**src/rtl/outport_pkg.sv**
```systemverilog
// Shared geometry of the output port bank: group widths, tristate layout,
// register offsets and the pin-to-control mapping.
package outport_pkg;
    localparam int G0_W    = 8;
    localparam int G1_W    = 8;
    localparam int G2_W    = 6;
    localparam int G3_W    = 4;
    localparam int NIB     = 4;
    localparam int NPIN    = G0_W + G1_W + G2_W + G3_W;
    localparam int NIB_PINS = G0_W + G1_W;
    localparam int NHZ_NIB = NIB_PINS / NIB;
    localparam int NHZ     = NHZ_NIB + G2_W + G3_W;
    localparam int REG_W   = 8;
    localparam int ADDR_W  = 3;
    localparam int BUS_AW  = 20;
    localparam int NCE     = 3;

    localparam int OFS_D0  = 0;
    localparam int OFS_D1  = 1;
    localparam int OFS_D2  = 2;
    localparam int OFS_D3  = 3;
    localparam int OFS_HZN = 4;
    localparam int OFS_HZ2 = 5;
    localparam int OFS_HZ3 = 6;

    // Index of the tristate control bit that governs a given pin.
    function automatic int hz_sel(input int pin);
        if (pin < NIB_PINS) return pin / NIB;
        return NHZ_NIB + pin - NIB_PINS;
    endfunction
endpackage

```
**src/rtl/outport_regfile.sv**
```systemverilog
// Register file of the output port bank.
// Holds the per-group data registers and the tristate controls, with a
// combinational read mux. Assumes a single-cycle write strobe, sampled at
// the clock edge. Unused bits are not stored and read as 0.
module outport_regfile
    import outport_pkg::*;
(
    input  logic              clk,
    input  logic              rst_n,
    input  logic              wr_en,
    input  logic [ADDR_W-1:0] addr,
    input  logic [REG_W-1:0]  wdata,
    output logic [REG_W-1:0]  rdata,
    output logic [NPIN-1:0]   data_flat,
    output logic [NHZ-1:0]    hz_flat
);
    logic [G0_W-1:0]    g0_q;
    logic [G1_W-1:0]    g1_q;
    logic [G2_W-1:0]    g2_q;
    logic [G3_W-1:0]    g3_q;
    logic [NHZ_NIB-1:0] hzn_q;
    logic [G2_W-1:0]    hz2_q;
    logic [G3_W-1:0]    hz3_q;
    logic               past_ok;

    // Store a write into the register selected by addr.
    always_ff @(posedge clk) begin
        if (!rst_n) begin
            g0_q  <= '0;
            g1_q  <= '0;
            g2_q  <= '0;
            g3_q  <= '0;
            hzn_q <= '0;
            hz2_q <= '0;
            hz3_q <= '0;
        end else if (wr_en) begin
            case (addr)
                ADDR_W'(OFS_D0):  g0_q  <= wdata[G0_W-1:0];
                ADDR_W'(OFS_D1):  g1_q  <= wdata[G1_W-1:0];
                ADDR_W'(OFS_D2):  g2_q  <= wdata[G2_W-1:0];
                ADDR_W'(OFS_D3):  g3_q  <= wdata[G3_W-1:0];
                ADDR_W'(OFS_HZN): hzn_q <= wdata[NHZ_NIB-1:0];
                ADDR_W'(OFS_HZ2): hz2_q <= wdata[G2_W-1:0];
                ADDR_W'(OFS_HZ3): hz3_q <= wdata[G3_W-1:0];
                default: ;
            endcase
        end
    end

    // Return the addressed register, zero-extended.
    always_comb begin
        rdata = '0;
        case (addr)
            ADDR_W'(OFS_D0):  rdata[G0_W-1:0]    = g0_q;
            ADDR_W'(OFS_D1):  rdata[G1_W-1:0]    = g1_q;
            ADDR_W'(OFS_D2):  rdata[G2_W-1:0]    = g2_q;
            ADDR_W'(OFS_D3):  rdata[G3_W-1:0]    = g3_q;
            ADDR_W'(OFS_HZN): rdata[NHZ_NIB-1:0] = hzn_q;
            ADDR_W'(OFS_HZ2): rdata[G2_W-1:0]    = hz2_q;
            ADDR_W'(OFS_HZ3): rdata[G3_W-1:0]    = hz3_q;
            default: ;
        endcase
    end

    assign data_flat = {g3_q, g2_q, g1_q, g0_q};
    assign hz_flat   = {hz3_q, hz2_q, hzn_q};

    // Marks cycles whose previous edge was already out of reset.
    always_ff @(posedge clk) begin
        if (!rst_n) past_ok <= 1'b0;
        else        past_ok <= 1'b1;
    end

    // a write to group 2 data keeps exactly its six stored bits
    p_wr_g2_r2: assert property (@(posedge clk) disable iff (!rst_n)
        past_ok && $past(wr_en) && ($past(addr) == ADDR_W'(OFS_D2))
        |-> g2_q == $past(wdata[G2_W-1:0]));

    // without a write strobe no register changes
    p_hold_r6: assert property (@(posedge clk) disable iff (!rst_n)
        past_ok && !$past(wr_en) |-> $stable(data_flat) && $stable(hz_flat));
endmodule

```
**src/rtl/outport_hz_expand.sv**
```systemverilog
// Expands the 14 tristate control bits to one tristate flag per pin.
// Groups 0 and 1 share one control per nibble; groups 2 and 3 map one to one.
// Purely combinational.
module outport_hz_expand
    import outport_pkg::*;
(
    input  logic [NHZ-1:0]  hz_flat,
    output logic [NPIN-1:0] hz_pin
);
    // One wire per pin, selected from its control bit.
    for (genvar i = 0; i < NPIN; i++) begin : g_pin
        assign hz_pin[i] = hz_flat[hz_sel(i)];
    end
endmodule

```
**src/rtl/outport_pin_mux.sv**
```systemverilog
// Output register stage of the port bank.
// Selects register-driven or bus-driven pins by mode and registers both the
// values and the enables. Assumes mode_exp is held stable by the system.
module outport_pin_mux
    import outport_pkg::*;
(
    input  logic            clk,
    input  logic            rst_n,
    input  logic            mode_exp,
    input  logic [NPIN-1:0] data_flat,
    input  logic [NPIN-1:0] hz_pin,
    input  logic [NPIN-1:0] bus_vec,
    output logic [NPIN-1:0] pin_out,
    output logic [NPIN-1:0] pin_oe
);
    logic past_ok;

    // Register the pin values and enables for the selected mode.
    always_ff @(posedge clk) begin
        if (!rst_n) begin
            pin_out <= '0;
            pin_oe  <= '1;
        end else if (mode_exp) begin
            pin_out <= bus_vec;
            pin_oe  <= '1;
        end else begin
            pin_out <= data_flat & ~hz_pin;
            pin_oe  <= ~hz_pin;
        end
    end

    // Marks cycles whose previous edge was already out of reset.
    always_ff @(posedge clk) begin
        if (!rst_n) past_ok <= 1'b0;
        else        past_ok <= 1'b1;
    end

    // expansion mode enables every pin
    p_bus_oe_r7: assert property (@(posedge clk) disable iff (!rst_n)
        past_ok && $past(mode_exp) |-> &pin_oe);

    // expansion mode passes the bus through unchanged
    p_bus_pass_r7: assert property (@(posedge clk) disable iff (!rst_n)
        past_ok && $past(mode_exp) |-> pin_out == $past(bus_vec));

    // a floating pin never shows a 1
    p_hiz_low_r3: assert property (@(posedge clk) disable iff (!rst_n)
        (pin_out & ~pin_oe) == '0);
endmodule

```
**src/rtl/outport_bank.sv**
```systemverilog
// Top of the output port bank.
// Ties the register file, the tristate expansion and the pin output stage
// together, and packs the external bus signals into pin order.
// Assumes a synchronous active-low reset held for at least one clock edge.
module outport_bank
    import outport_pkg::*;
(
    input  logic              clk,
    input  logic              rst_n,
    input  logic              mode_exp,
    input  logic [ADDR_W-1:0] reg_addr,
    input  logic              reg_wr,
    input  logic [REG_W-1:0]  reg_wdata,
    output logic [REG_W-1:0]  reg_rdata,
    input  logic [BUS_AW-1:0] bus_addr,
    input  logic              bus_rd,
    input  logic              bus_wr,
    input  logic [NCE-1:0]    bus_ce,
    input  logic              bus_ack,
    output logic [NPIN-1:0]   pin_out,
    output logic [NPIN-1:0]   pin_oe
);
    logic [NPIN-1:0] data_flat;
    logic [NHZ-1:0]  hz_flat;
    logic [NPIN-1:0] hz_pin;
    logic [NPIN-1:0] bus_vec;
    logic            past_ok;

    assign bus_vec = {bus_ack, bus_ce, bus_wr, bus_rd, bus_addr};

    outport_regfile u_regs (
        .clk       (clk),
        .rst_n     (rst_n),
        .wr_en     (reg_wr),
        .addr      (reg_addr),
        .wdata     (reg_wdata),
        .rdata     (reg_rdata),
        .data_flat (data_flat),
        .hz_flat   (hz_flat)
    );

    outport_hz_expand u_hz (
        .hz_flat (hz_flat),
        .hz_pin  (hz_pin)
    );

    outport_pin_mux u_pins (
        .clk       (clk),
        .rst_n     (rst_n),
        .mode_exp  (mode_exp),
        .data_flat (data_flat),
        .hz_pin    (hz_pin),
        .bus_vec   (bus_vec),
        .pin_out   (pin_out),
        .pin_oe    (pin_oe)
    );

    // Marks cycles whose previous edge was already out of reset.
    always_ff @(posedge clk) begin
        if (!rst_n) past_ok <= 1'b0;
        else        past_ok <= 1'b1;
    end

    // the group 0 low-nibble control floats pins 0 to 3
    p_nib_hz_r3: assert property (@(posedge clk) disable iff (!rst_n)
        past_ok && !$past(mode_exp) && $past(hz_flat[0])
        |-> pin_oe[NIB-1:0] == '0);

    // the last pin follows its data bit when its control is clear
    p_drive_r4: assert property (@(posedge clk) disable iff (!rst_n)
        past_ok && !$past(mode_exp) && !$past(hz_flat[NHZ-1])
        |-> pin_oe[NPIN-1] && (pin_out[NPIN-1] == $past(data_flat[NPIN-1])));
endmodule

```
**config.mk**
```make
export PLATFORM = sky130hd
export DESIGN_NAME = outport_bank
export DESIGN_NICKNAME = d
export VERILOG_FILES = /design/src/rtl/outport_pkg.sv /design/src/rtl/outport_regfile.sv /design/src/rtl/outport_hz_expand.sv /design/src/rtl/outport_pin_mux.sv /design/src/rtl/outport_bank.sv
export SDC_FILE = /design/constraint.sdc
export NUM_CORES = 1
export LEC_CHECK = 0
export CORE_ASPECT_RATIO = 0.7
export CORE_MARGIN = 1.5
export CORE_UTILIZATION = 43
export DETAILED_ROUTE_END_ITERATION = 7
export GPL_ROUTABILITY_DRIVEN = 0
export PLACE_DENSITY = 0.81
export SYNTH_ARGS = -nofsm -noshare
export SYNTH_HDL_FRONTEND = slang
export SYNTH_SLANG_ARGS = --single-unit
```
**constraint.sdc**
```tcl
create_clock -name clk -period 1.6 [get_ports clk]
set_input_delay 0.32 -clock clk [delete_from_list [all_inputs] [get_ports clk]]
set_output_delay 0.32 -clock clk [all_outputs]
set_load 0.02 [all_outputs]
```
---- Word level (Yosys, flattened, before mapping) ----
Cells that the tools add are included.
word-level totals
  register bits ........................... 92
  input bits .............................. 41
  output and inout port bits .............. 60
  word-level logic and storage cells ...... 31
operators by class
  equality and inequality tests ........... 6
  mux-type cells .......................... 4
  bitwise operators ....................... 3
  reduce and logical (&&, ||, !) cells .... 9
operators with widths
  cell                  count
  $pmux W4 S7           1
  $and A26 B26 Y26      1
  $mux W26              1
  $not A26 Y26          1
  $reduce_and A2 Y1     7
  $eq A3 B3 Y1 const B  3
  $pmux W2 S4           1
  $eq A3 B2 Y1 const B  2
  $pmux W2 S2           1
  $eq A3 B1 Y1 const B  1
  $logic_not A3 Y1      1
  $reduce_or A2 Y1      1
  $not A1 Y1            1

---- Depth between registers and ports, before layout ----
  depth after elaboration ................. 3
  gate-level depth with buffers ........... 5
  mapped depth without buffers ............ 3

---- Cells and area by module ----
From an unflattened synthesis, not the netlist that was laid out.
unflattened totals
  cell total of the unflattened synthesis .. 365
  area total of the unflattened synthesis .. 3,961.3 µm²
by module, submodules not included
  module             instances  cells each  area an instance (µm²)  sequential area each (µm²)
  outport_regfile    1          194         1,991.9                 800.8
  outport_pin_mux    1          145         1,774.2                 1,041.0
  outport_hz_expand  1          26          195.2                   0.0

---- Least setup slack after synthesis ----
No wires, ideal clock.
  kind .................................... in2out
  start point ............................. input port reg_addr[1]
  end point ............................... output port reg_rdata[3]
  data arrival time ....................... 1.393 ns
  data required time ...................... 1.280 ns
  path slack .............................. -0.113 ns
  cell stages on the path ................. 5
  buffers on the path ..................... 2
  path through ............................ buf_2 -> buf_2 -> mux2i_1 -> a2bb2oi_1 -> o21ai_0
on the way
  word-level cells in the longest chain between the ends .. 2
  elaborated cells on any way between the ends .. 8
  classes of those cells .................. eq/ne (6); mux (1); reduce/logical (1)
ends and longest elaborated chain
  element                               line                   text
  from (decl)                           outport_bank.sv:11     input logic [ADDR_W-1:0] reg_addr,
  $eq A3 B3 Y1 (tied with other cells)  outport_regfile.sv:53  case (addr)
  $pmux W4 S7 *                         outport_regfile.sv:53
  to (decl)                             outport_bank.sv:14     output logic [REG_W-1:0] reg_rdata,
Every way passes the cells marked *; elsewhere a longest branch is shown, timed or not.

---- Worst setup path after layout ----
  start point ............................. register u_regs.hz3_q[0]
  end point ............................... output port reg_rdata[0]
on the way
  word-level cells in the longest chain between the ends .. 1
ends and longest elaborated chain
  element                 line                   text
  from (decl)             outport_regfile.sv:23  logic [G3_W-1:0] hz3_q;
  from (signal assigned)  outport_regfile.sv:44  ADDR_W'(OFS_HZ3): hz3_q <= wdata[G3_W-1:0];
  $pmux W4 S7             outport_regfile.sv:53
No other way between the ends.

==> metrics.cfg <==
[yosys]
yosysTopAreaCell=dfxtp_1
synthArstFlopShare_pct=0
synthFlopType=dfxtp_1
avgSynthCellArea_sq_um=10.0
yosysUniqueCellTypes=32
synth-seq-cells=80
synth_top_area_share_pct=46.5
ys_seq_area_share_pct=46.5
synth-edff-count=0
synth_area_leaders=dfxtp_1, nor2b_1, mux2i_1
synth_warnings=0
synthesis.area_sq_um=3440
synth.most_common_cell=dfxtp_1
syn_inst=344
synth_common_cells=dfxtp_1, nor2b_1, mux2i_1, nand2_1, a21oi_1
syn-num-nets=385

[power_and_ir_drop]
total_power_mw=5.01
p_switching_mw=1.09
swShare_pct=21.7
static-leakage-power_nw=2.27
pwr-share-clk_pct=46.7
p_seq_share_pct=41.3
power_density_nw_per_um2=939
p_int_mw=3.93
max-vdd-ir-drop_mv=0.682
pwr-share-comb_pct=12.0

[timing]
fin_tns_setup_ns=-0.849
max_slew_margin_pct=71.6
fin_hold_ws_ns=0.440
hold_viol=0
grt_setup_unrepaired=yes
fmax_ghz=0.537
finalSetupViolCount=6
fin_worst_skew_ns=0.00574
fin_crit_sh_pct=116
finalWorstSetupSlack_ns=-0.261
worst_pin_slew_ns=0.425
period_minus_slack_ns=1.86
timing.final.max_slew_violations=0

[setup_path]
worstPathMaxFanout=2
end_kind=primary output
worstPathRequired_ns=1.28
worstSetupStartpointType=register
cp.arrival_ns=1.54
path_class=register to primary output
rrSetupSlack_ns=0.50

[clocking]
cts_made_buffers=9
clk_pin_slew_ns=0.06
clock_path_buffers=2
cts_root_buf=clkbuf_16
cts_sinks=80
clock_latency_ns=0.34
cts_tree=yes
cts_max_level=3

[route]
drc=0
vias_per_cell=5.06
ant_nets=0
post_drt_wl_per_cell_um=16.8
dr_total_vias=2985
dr.first_iter.drc_count=146
drt_pass1_iterations=4
routed_wl_mm=9.91

[placed_design]
dpl.cell_count=565
place_area_sq_um=4800
port_buffers=100
post-dp-hpwl_mm=6.86

[global_routing]
grt_max_degree=30
grt_pass1_vias=2996
grt_pass1_wl_mm=15.4
grt_overflow=0
antenna_found_initial=0
grt_usage_pct=24.0

[job]
drv_cap=0

[cells_and_area]
diodes=0
design_area_sq_um=5340
final_cells=590
area_delta_synth_final_pct=55.1
drive_above_1_share_pct=26.6
nets=526

[floorplanning]
core_sq_um=7800
die_h_um=77.9
io-pin-count=101
dieArea_sq_um=8560
start_util_pct=44.1
dieWidth_um=110
fp-row-count=27

[min_path]
min_path_type=register to register

[status]
run_status=finished with violations
violations=setup timing

-- placed cells by master (no fill, tap or decap), types with 3 or more instances in the layout --
cell / n
dfxtp_1: 75
buf_4: 61
nor2b_1: 59
clkdlybuf4s50_1: 57
mux2i_1: 36
nand2_1: 30
a21oi_1: 27
nor3b_1: 26
dlygate4sd2_1: 16
dlymetal6s2s_1: 15
clkbuf_16: 9
a21boi_1: 8
buf_6: 8
o21ai_2: 5
dfxtp_2: 5
buf_2: 4
mux2_2: 3
clkinvlp_4: 3
mux4_2: 3
and4bb_2: 3
bufinv_16: 3
buf_12: 3
-- worst max-delay path, stage by stage (launching register included) --
cell and delay (ns):
dfxtp_2 0.31, mux4_2 0.46, mux2_4 0.30, buf_6 0.13
-- layer usage --
metal / wire [um] / global-route usage (%)
met4: 89 / 5.06
met1: 4300 / 30.4
met3: 771 / 7.39
met2: 4760 / 40.2
met5: 0 / 0
-- power by group through the flow --
stage	Combinational, mW	Sequential [mW]	Clock (mW)
4_1_cts	0.584	2.07	2.38
3_3_place_gp	0.538	2.11	0
2_1_floorplan	0.223	2.15	0
5_1_grt	0.638	2.07	2.47
6_report	0.602	2.07	2.34
3_5_place_dp	0.551	2.11	0
-- state kept, by name (all words and copies together), names as in the netlist --
signal and cells:
u_pins.pin_out 26, u_pins.pin_oe 14, u_regs.g0_q 8, u_regs.g1_q 8, u_regs.g2_q 6, u_regs.hz2_q 6
u_regs.g3_q 4, u_regs.hz3_q 4, u_regs.hzn_q 4
-- through the flow --
| stage | util, % | setup slack (ns) |
|---|---|---|
| finish | 68.4 | -0.261 |
| global route | 68.4 | -0.284 |
| CTS | 67.1 | -0.263 |
| detailed placement | 61.5 | -1.01 |
| global placement | 61.5 | -0.981 |
| floorplan | - | -0.0330 |
-- worst paths after layout --
kind                                              startpoint                            end  depth (start not counted)
worst max-delay path            u_regs.hz3_q[0]$_SDFFE_PN0P_                   reg_rdata[0]                          3
worst min-delay path            u_regs.hz2_q[4]$_SDFFE_PN0P_   u_pins.pin_oe[20]$_SDFF_PP1_                          1
worst min register to register  u_regs.hz2_q[4]$_SDFFE_PN0P_   u_pins.pin_oe[20]$_SDFF_PP1_                          1
worst max register to register  u_regs.hz2_q[2]$_SDFFE_PN0P_  u_pins.pin_out[18]$_SDFF_PN0_                          4
-- cell families after synthesis --
logic type	after synthesis	share of synthesized area (%)
AND/OR/NAND/NOR	134	24.6
AO/OA/AOI/OAI	47	8.00
buffers and inverters	39	6.58
multiplexers	44	14.3
flip-flops	80	46.5
-- cell type report --
| cell class | instances | area (sq um) |
|---|---|---|
| Fill cell | 566 | 2460 |
| Sequential cell | 80 | 1610 |
| Multi-Input combinational cell | 225 | 1690 |
| Clock inverter | 5 | 105 |
| Clock buffer | 10 | 239 |
| Tap cell | 101 | 126 |
| Inverter | 2 | 13.8 |
| Timing Repair Buffer | 167 | 1560 |
-- timing repair --
item | in CTS | in global routing
hold buffers | 0 | 0
pin swaps | 7 | 5
cloned | 2 | 0
setup buffers | 6 | 2
setup endpoints to repair | 46 | 23
resized for setup | 96 | 31
No activity file was read; power rests on OpenSTA's default activity.
